### src/rtl/deser7_pkg.sv
package deser7_pkg;

  // Frame-clock signature for one frame, oldest sample in the MSB:
  // 'high' ones followed by (bits - high) zeros.
  function automatic int unsigned frame_pattern(input int unsigned bits,
                                                input int unsigned high);
    return ((32'd1 << high) - 32'd1) << (bits - high);
  endfunction

endpackage

### src/rtl/d7_lane_shift.sv
module d7_lane_shift #(
  parameter int unsigned BITS = 7
) (
  input  logic            clk,
  input  logic            clr,
  input  logic            din,
  output logic [BITS-1:0] word_o
);
  // Earliest received bit ends up in the MSB (highest index first).
  logic [BITS-2:0] sreg_q;

  assign word_o = {sreg_q, din};

  always_ff @(posedge clk) begin
    if (clr) sreg_q <= '0;
    else     sreg_q <= word_o[BITS-2:0];
  end
endmodule

### src/rtl/d7_frame_align.sv
module d7_frame_align #(
  parameter int unsigned BITS        = 7,
  parameter int unsigned HIGH        = 4,
  parameter int unsigned LOCK_FRAMES = 4
) (
  input  logic clk,
  input  logic clr,
  input  logic fclk_in,
  output logic load_o,
  output logic locked_o,
  output logic fco_o
);
  localparam int unsigned CW = $clog2(BITS);
  localparam int unsigned HW = $clog2(LOCK_FRAMES + 1);
  localparam logic [BITS-1:0] PAT    = BITS'(deser7_pkg::frame_pattern(BITS, HIGH));
  localparam logic [CW-1:0]   LAST   = CW'(BITS - 1);
  localparam logic [CW-1:0]   FCO_ON = CW'(BITS - HIGH);
  localparam logic [HW-1:0]   HFULL  = HW'(LOCK_FRAMES);

  logic [BITS-2:0] hist_q;
  logic [CW-1:0]   cnt_q, cnt_n;
  logic [HW-1:0]   hits_q, hits_n;
  logic            locked_q, fco_q;
  logic [BITS-1:0] win;
  logic            match, tracking, at_exp, frame_end, locked_n;

  assign win      = {hist_q, fclk_in};
  assign match    = (win == PAT);
  assign tracking = (hits_q != '0);
  assign at_exp   = (cnt_q == LAST);

  always_comb begin
    hits_n    = hits_q;
    cnt_n     = at_exp ? cnt_q : cnt_q + CW'(1);
    frame_end = 1'b0;
    if (tracking) begin
      if (at_exp) begin
        if (match) begin
          hits_n    = (hits_q == HFULL) ? HFULL : hits_q + HW'(1);
          cnt_n     = '0;
          frame_end = 1'b1;
        end else begin
          hits_n = '0;
        end
      end
    end else if (match) begin
      hits_n    = HW'(1);
      cnt_n     = '0;
      frame_end = 1'b1;
    end
  end

  assign locked_n = (hits_n == HFULL);
  assign load_o   = frame_end && locked_n;
  assign locked_o = locked_q;
  assign fco_o    = fco_q;

  always_ff @(posedge clk) begin
    if (clr) begin
      hist_q   <= '0;
      cnt_q    <= '0;
      hits_q   <= '0;
      locked_q <= 1'b0;
      fco_q    <= 1'b0;
    end else begin
      hist_q   <= win[BITS-2:0];
      cnt_q    <= cnt_n;
      hits_q   <= hits_n;
      locked_q <= locked_n;
      fco_q    <= locked_n && (cnt_n >= FCO_ON);
    end
  end
endmodule

### src/rtl/d7_word_reg.sv
module d7_word_reg #(
  parameter int unsigned W = 21
) (
  input  logic         clk,
  input  logic         clr,
  input  logic         load,
  input  logic [W-1:0] din,
  output logic [W-1:0] word_o,
  output logic         vld_o
);
  always_ff @(posedge clk) begin
    if (clr) begin
      word_o <= '0;
      vld_o  <= 1'b0;
    end else begin
      vld_o <= load;
      if (load) word_o <= din;
    end
  end
endmodule

### src/rtl/frame_deser7.sv
module frame_deser7 #(
  parameter int unsigned NLANES      = 3,
  parameter int unsigned BITS        = 7,
  parameter int unsigned HIGH        = 4,
  parameter int unsigned LOCK_FRAMES = 4
) (
  input  logic                     clk,
  input  logic                     rst,
  input  logic                     shdn_n,
  input  logic [NLANES-1:0]        lane_in,
  input  logic                     fclk_in,
  output logic [NLANES*BITS-1:0]   word_out,
  output logic                     word_vld,
  output logic                     frame_clk_out,
  output logic                     locked
);
  localparam int unsigned WORD_W = NLANES * BITS;

  logic              clr;
  logic              load;
  logic [WORD_W-1:0] word_next;

  assign clr = rst | ~shdn_n;

  for (genvar l = 0; l < NLANES; l++) begin : g_lane
    d7_lane_shift #(.BITS(BITS)) lane_i (
      .clk    (clk),
      .clr    (clr),
      .din    (lane_in[l]),
      .word_o (word_next[l*BITS +: BITS])
    );
  end

  d7_frame_align #(
    .BITS(BITS), .HIGH(HIGH), .LOCK_FRAMES(LOCK_FRAMES)
  ) align_i (
    .clk      (clk),
    .clr      (clr),
    .fclk_in  (fclk_in),
    .load_o   (load),
    .locked_o (locked),
    .fco_o    (frame_clk_out)
  );

  d7_word_reg #(.W(WORD_W)) out_i (
    .clk    (clk),
    .clr    (clr),
    .load   (load),
    .din    (word_next),
    .word_o (word_out),
    .vld_o  (word_vld)
  );
endmodule

### config.mk
export PLATFORM = sky130hd
export DESIGN_NAME = frame_deser7
export DESIGN_NICKNAME = d
export VERILOG_FILES = /design/src/rtl/deser7_pkg.sv /design/src/rtl/d7_lane_shift.sv /design/src/rtl/d7_frame_align.sv /design/src/rtl/d7_word_reg.sv /design/src/rtl/frame_deser7.sv
export SDC_FILE = /design/constraint.sdc
export NUM_CORES = 1
export LEC_CHECK = 0
export BUFFER_PORTS_ARGS = -buffer_cell sky130_fd_sc_hd__buf_2
export CAP_MARGIN = 40
export CELL_PAD_IN_SITES_DETAIL_PLACEMENT = 0
export CELL_PAD_IN_SITES_GLOBAL_PLACEMENT = 1
export CORE_MARGIN = 8
export CORE_UTILIZATION = 38
export DETAILED_ROUTE_END_ITERATION = 12
export PLACE_DENSITY = 0.8
export SYNTH_ARGS = -nofsm -noshare
export SYNTH_HDL_FRONTEND = slang
export SYNTH_SLANG_ARGS = --single-unit
### constraint.sdc
create_clock -name clk -period 1.7 [get_ports clk]
set_input_delay 0.17 -clock clk [delete_from_list [all_inputs] [get_ports clk]]
set_output_delay 0.17 -clock clk [all_outputs]
set_load 0.005 [all_outputs]
==> results.md <==
* Yosys Warn Count at 0
* Peak VDD IR at roughly 0.00058 V
* Setup_tns at -26.39 ps
* TritonCTS clock tree: yes
* Global-route wire length before repair at about 6 mm
* Gate power share at 2.7%
* Static leakage at 1.341 nW
* Actual slew at the worst max-slew pin at just over 300 ps
* Die height at between 80 and 90 µm
* Max Cap Violations at 0
* Mapped cell area at between 0.0015 and 0.002 mm²
* Reg2reg start: align_i.hits_q[1]
* Unrepaired setup endpoints after global routing: true
* Placed inst area at 0.002323 mm²
* Sw Ratio at roughly 21%
* Max-slew violation count at 0
* # DRC at 0
* Initial core utilization at 38.59%
* Largest net degree at the start of global routing at 33
* GR Util All Layers at about a tenth
* DP HPWL at ~2.6 mm
* Final Power at slightly above 2 mW
* Sequential fraction of the synthesis area at a little under three fifths
* N_diodes at 0
* Gr ovfl total at 0
* Root Driver: clkbuf_8
* Final Util at ~50%
* Fin area at roughly 0.0025 mm²
* TritonCTS Buffers at 5
* Most Crowded Layer GR: met2
* Mean post-synth cell area at slightly below 10 µm²
* First-pass DRT Iterations at 4
* Clk_skew at 7.157 ps
* Highest Clock Rate at roughly 600 MHz
* GR Layer Usage met3 at under 10%
* Synth area leader: dfxtp_1
* NetSw at about 430 µW
* Worst-path clk slew at about 90 ps
* R2R depth at 9
* Yosys cell types at 26
* EDFF count, synth at 0
* Area delta synth->final at 29.13%
* Core area at around 0.0050 mm²
* Tcrit/Tclk final at 100.5%
* DR vias at about 1400
* Post-synth ARST share at 0%
* Die X at 87.33 µm
* Hold_ws at around 64 ps
* Initial antenna violation count at 0
* Setup WS post-layout at -9.080 ps
* P_int at roughly 1.6 mW
* Vias in the first global route at around 1400
* Arr. time, crit path at 1910 ps
* Critical path endpoint category: flop
* Share of power burned in registers at about 63%
* Pwr per Cell Area at slightly above 800 mW/mm²
* Hold buffer count at cts at 0
* Final min period at approximately 1700 ps
* Fin nets at 259
* Post-synthesis register bit count at between 50 and 60
* Routed Antenna Nets at 0
* Layout cell share with drive strength beyond 1 at roughly 33%
* Synth Flop Type: dfxtp_1
* Top Ports at 31
* H-tree Lvls at 2
* Synth area leaders: dfxtp_1 56%, mux2i_1 11%, nand2_1 9.1%
* Die area at 0.007626 mm²
* Port Buffers at 30
* Outcome: finished, violations left
* Failing checks: negative setup slack
* Max transition margin at slightly below 80%
* Clk sinks at between 50 and 60
* Final hold viol count at 0
* Cells on Worst Hold Path at 3
* Count leader, synth: dfxtp_1
* Worst endpoint required time at between 1500 and 2000 ps
* Setup crit end: out_i.word_o[2]
* Post-synth net total at roughly 210
* Number of DRC markers in iteration 0 at 81
* Clock Tree Buf Depth at 2
* Detailed-route vias per instance at around 4.4
* Crit-path max FO at 8
* First element of the critical path: align_i.hits_q[1]
* Clock Latency Late Sink at ~300 ps
* Type of the tightest min-delay check: in2reg
* Critical path type: reg2reg
* Worst setup SP type: flop
* Num rows at 26
* Post-Place Setup Slack at -83.58 ps
* Met2 usage in global routing at between 10% and 20%
* Drt wl/cell at between 10 and 15 µm
* Post-synth top area share at 55.92%
* Gpl congestion at roughly 0.83
* Worst R2R End: out_i.word_o[2]
* List of most frequent post-synthesis cells: 54 x dfxtp_1, 47 x nand2_1, 23 x inv_1
* R2R setup slack at -9 ps
* Grt met1 use at roughly an eighth
* Placed cells at 310
* Routed wire length at about 3.6 mm
* Final setup viols at 8
* Clock network power share at between 30% and 40%
* Synthesized instance count at between 150 and 200
* Finished Layout Cells at between 300 and 400
-- registers in the layout, summed over array words and instances (netlist names) --
register,flops
align_i.locked_o,1
align_i.cnt_q,3
out_i.vld_o,1
align_i.fco_o,1
out_i.word_o,21
align_i.hist_q,6
align_i.hits_q,3
g_lane.lane_i.sreg_q,18
-- worst min-delay path by stage --
stage | start | to
6_report | lane_in[1] | g_lane[1].lane_i.sreg_q[0]
3_3_place_gp | lane_in[2] | g_lane[2].lane_i.sreg_q[0]
5_1_grt | lane_in[1] | g_lane[1].lane_i.sreg_q[0]
2_1_floorplan | lane_in[0] | g_lane[0].lane_i.sreg_q[0]
3_5_place_dp | lane_in[1] | g_lane[1].lane_i.sreg_q[0]
4_1_cts | lane_in[1] | g_lane[1].lane_i.sreg_q[0]
-- power groups by stage --
stage | registers, mW | clock network [mW] | logic (mW)
finish | 1.28 | 0.681 | 0.0545
global route | 1.28 | 0.759 | 0.0638
CTS | 1.28 | 0.710 | 0.0539
detailed placement | 1.31 | 0 | 0.0535
global placement | 1.31 | 0 | 0.0543
floorplan | 1.31 | 0 | 0.0292
-- layout make-up --
cell class	count	area, µm²
clock inverter	2	13.76
clock buffer	5	68.82
tap	70	87.58
sequential	54	1085
inverter	23	86.33
multi-input combinational	113	802.0
timing repair buffer	51	352.8
fill	492	2514
-- per-layer routing --
layer,share of wire [%],up-vias
li1,-,716
met5,0,-
met4,1.6,0
met3,6.5,7
met2,45,25
met1,46,640
-- worst max-delay path: stages (launching register included) --
cell and delay [ps]:
dfxtp_2 360, inv_2 50, ha_4 150, buf_6 120, nand2b_4 60, o31ai_1 80
a21oi_2 270, nand4_4 190, buf_12 200, mux2i_1 120
-- cell usage in the layout (no fill, tap or decap), drive strengths merged --
cell type | netlist | layout
xnor2 | 1 | 1
buf | 3 | 51
a21oi | 4 | 4
mux2 | 1 | 1
nor2 | 6 | 6
nand2 | 47 | 47
and2 | 8 | 8
nand2b | 5 | 5
and3 | 1 | 1
a31oi | 1 | 1
nor4b | 2 | 2
clkinv | 0 | 1
nand4 | 1 | 1
nand3 | 2 | 2
mux2i | 21 | 21
clkbuf | 5 | 5
ha | 4 | 4
o32a | 1 | 1
o21ai | 3 | 3
nor2b | 2 | 2
o31ai | 1 | 1
dfxtp | 54 | 54
nor4 | 1 | 1
inv | 23 | 24
nand3b | 1 | 1
-- cell families (layout without fill, tap and decap cells) --
kind of cell / Yosys count / count (layout) / share of synthesized area, %
AO/OA/AOI/OAI: 10 / 10 / 3.042
XOR/XNOR: 1 / 1 / 0.4532
adder cells (fa/ha/maj): 4 / 4 / 2.589
buffers and inverters: 31 / 81 / 6.860
flip-flops: 54 / 54 / 55.92
multiplexers: 22 / 22 / 11.65
AND/OR/NAND/NOR: 76 / 76 / 19.48
-- what timing repair did --
action / 4_1_cts / 5_1_grt
buffers inserted: 1 / 0
pin swaps: 4 / 6
endpoints found under the setup margin: 24 / 24
resized for setup: 11 / 12
endpoints found under the hold margin: 0 / 0
Power figures use the tool's default switching activity.
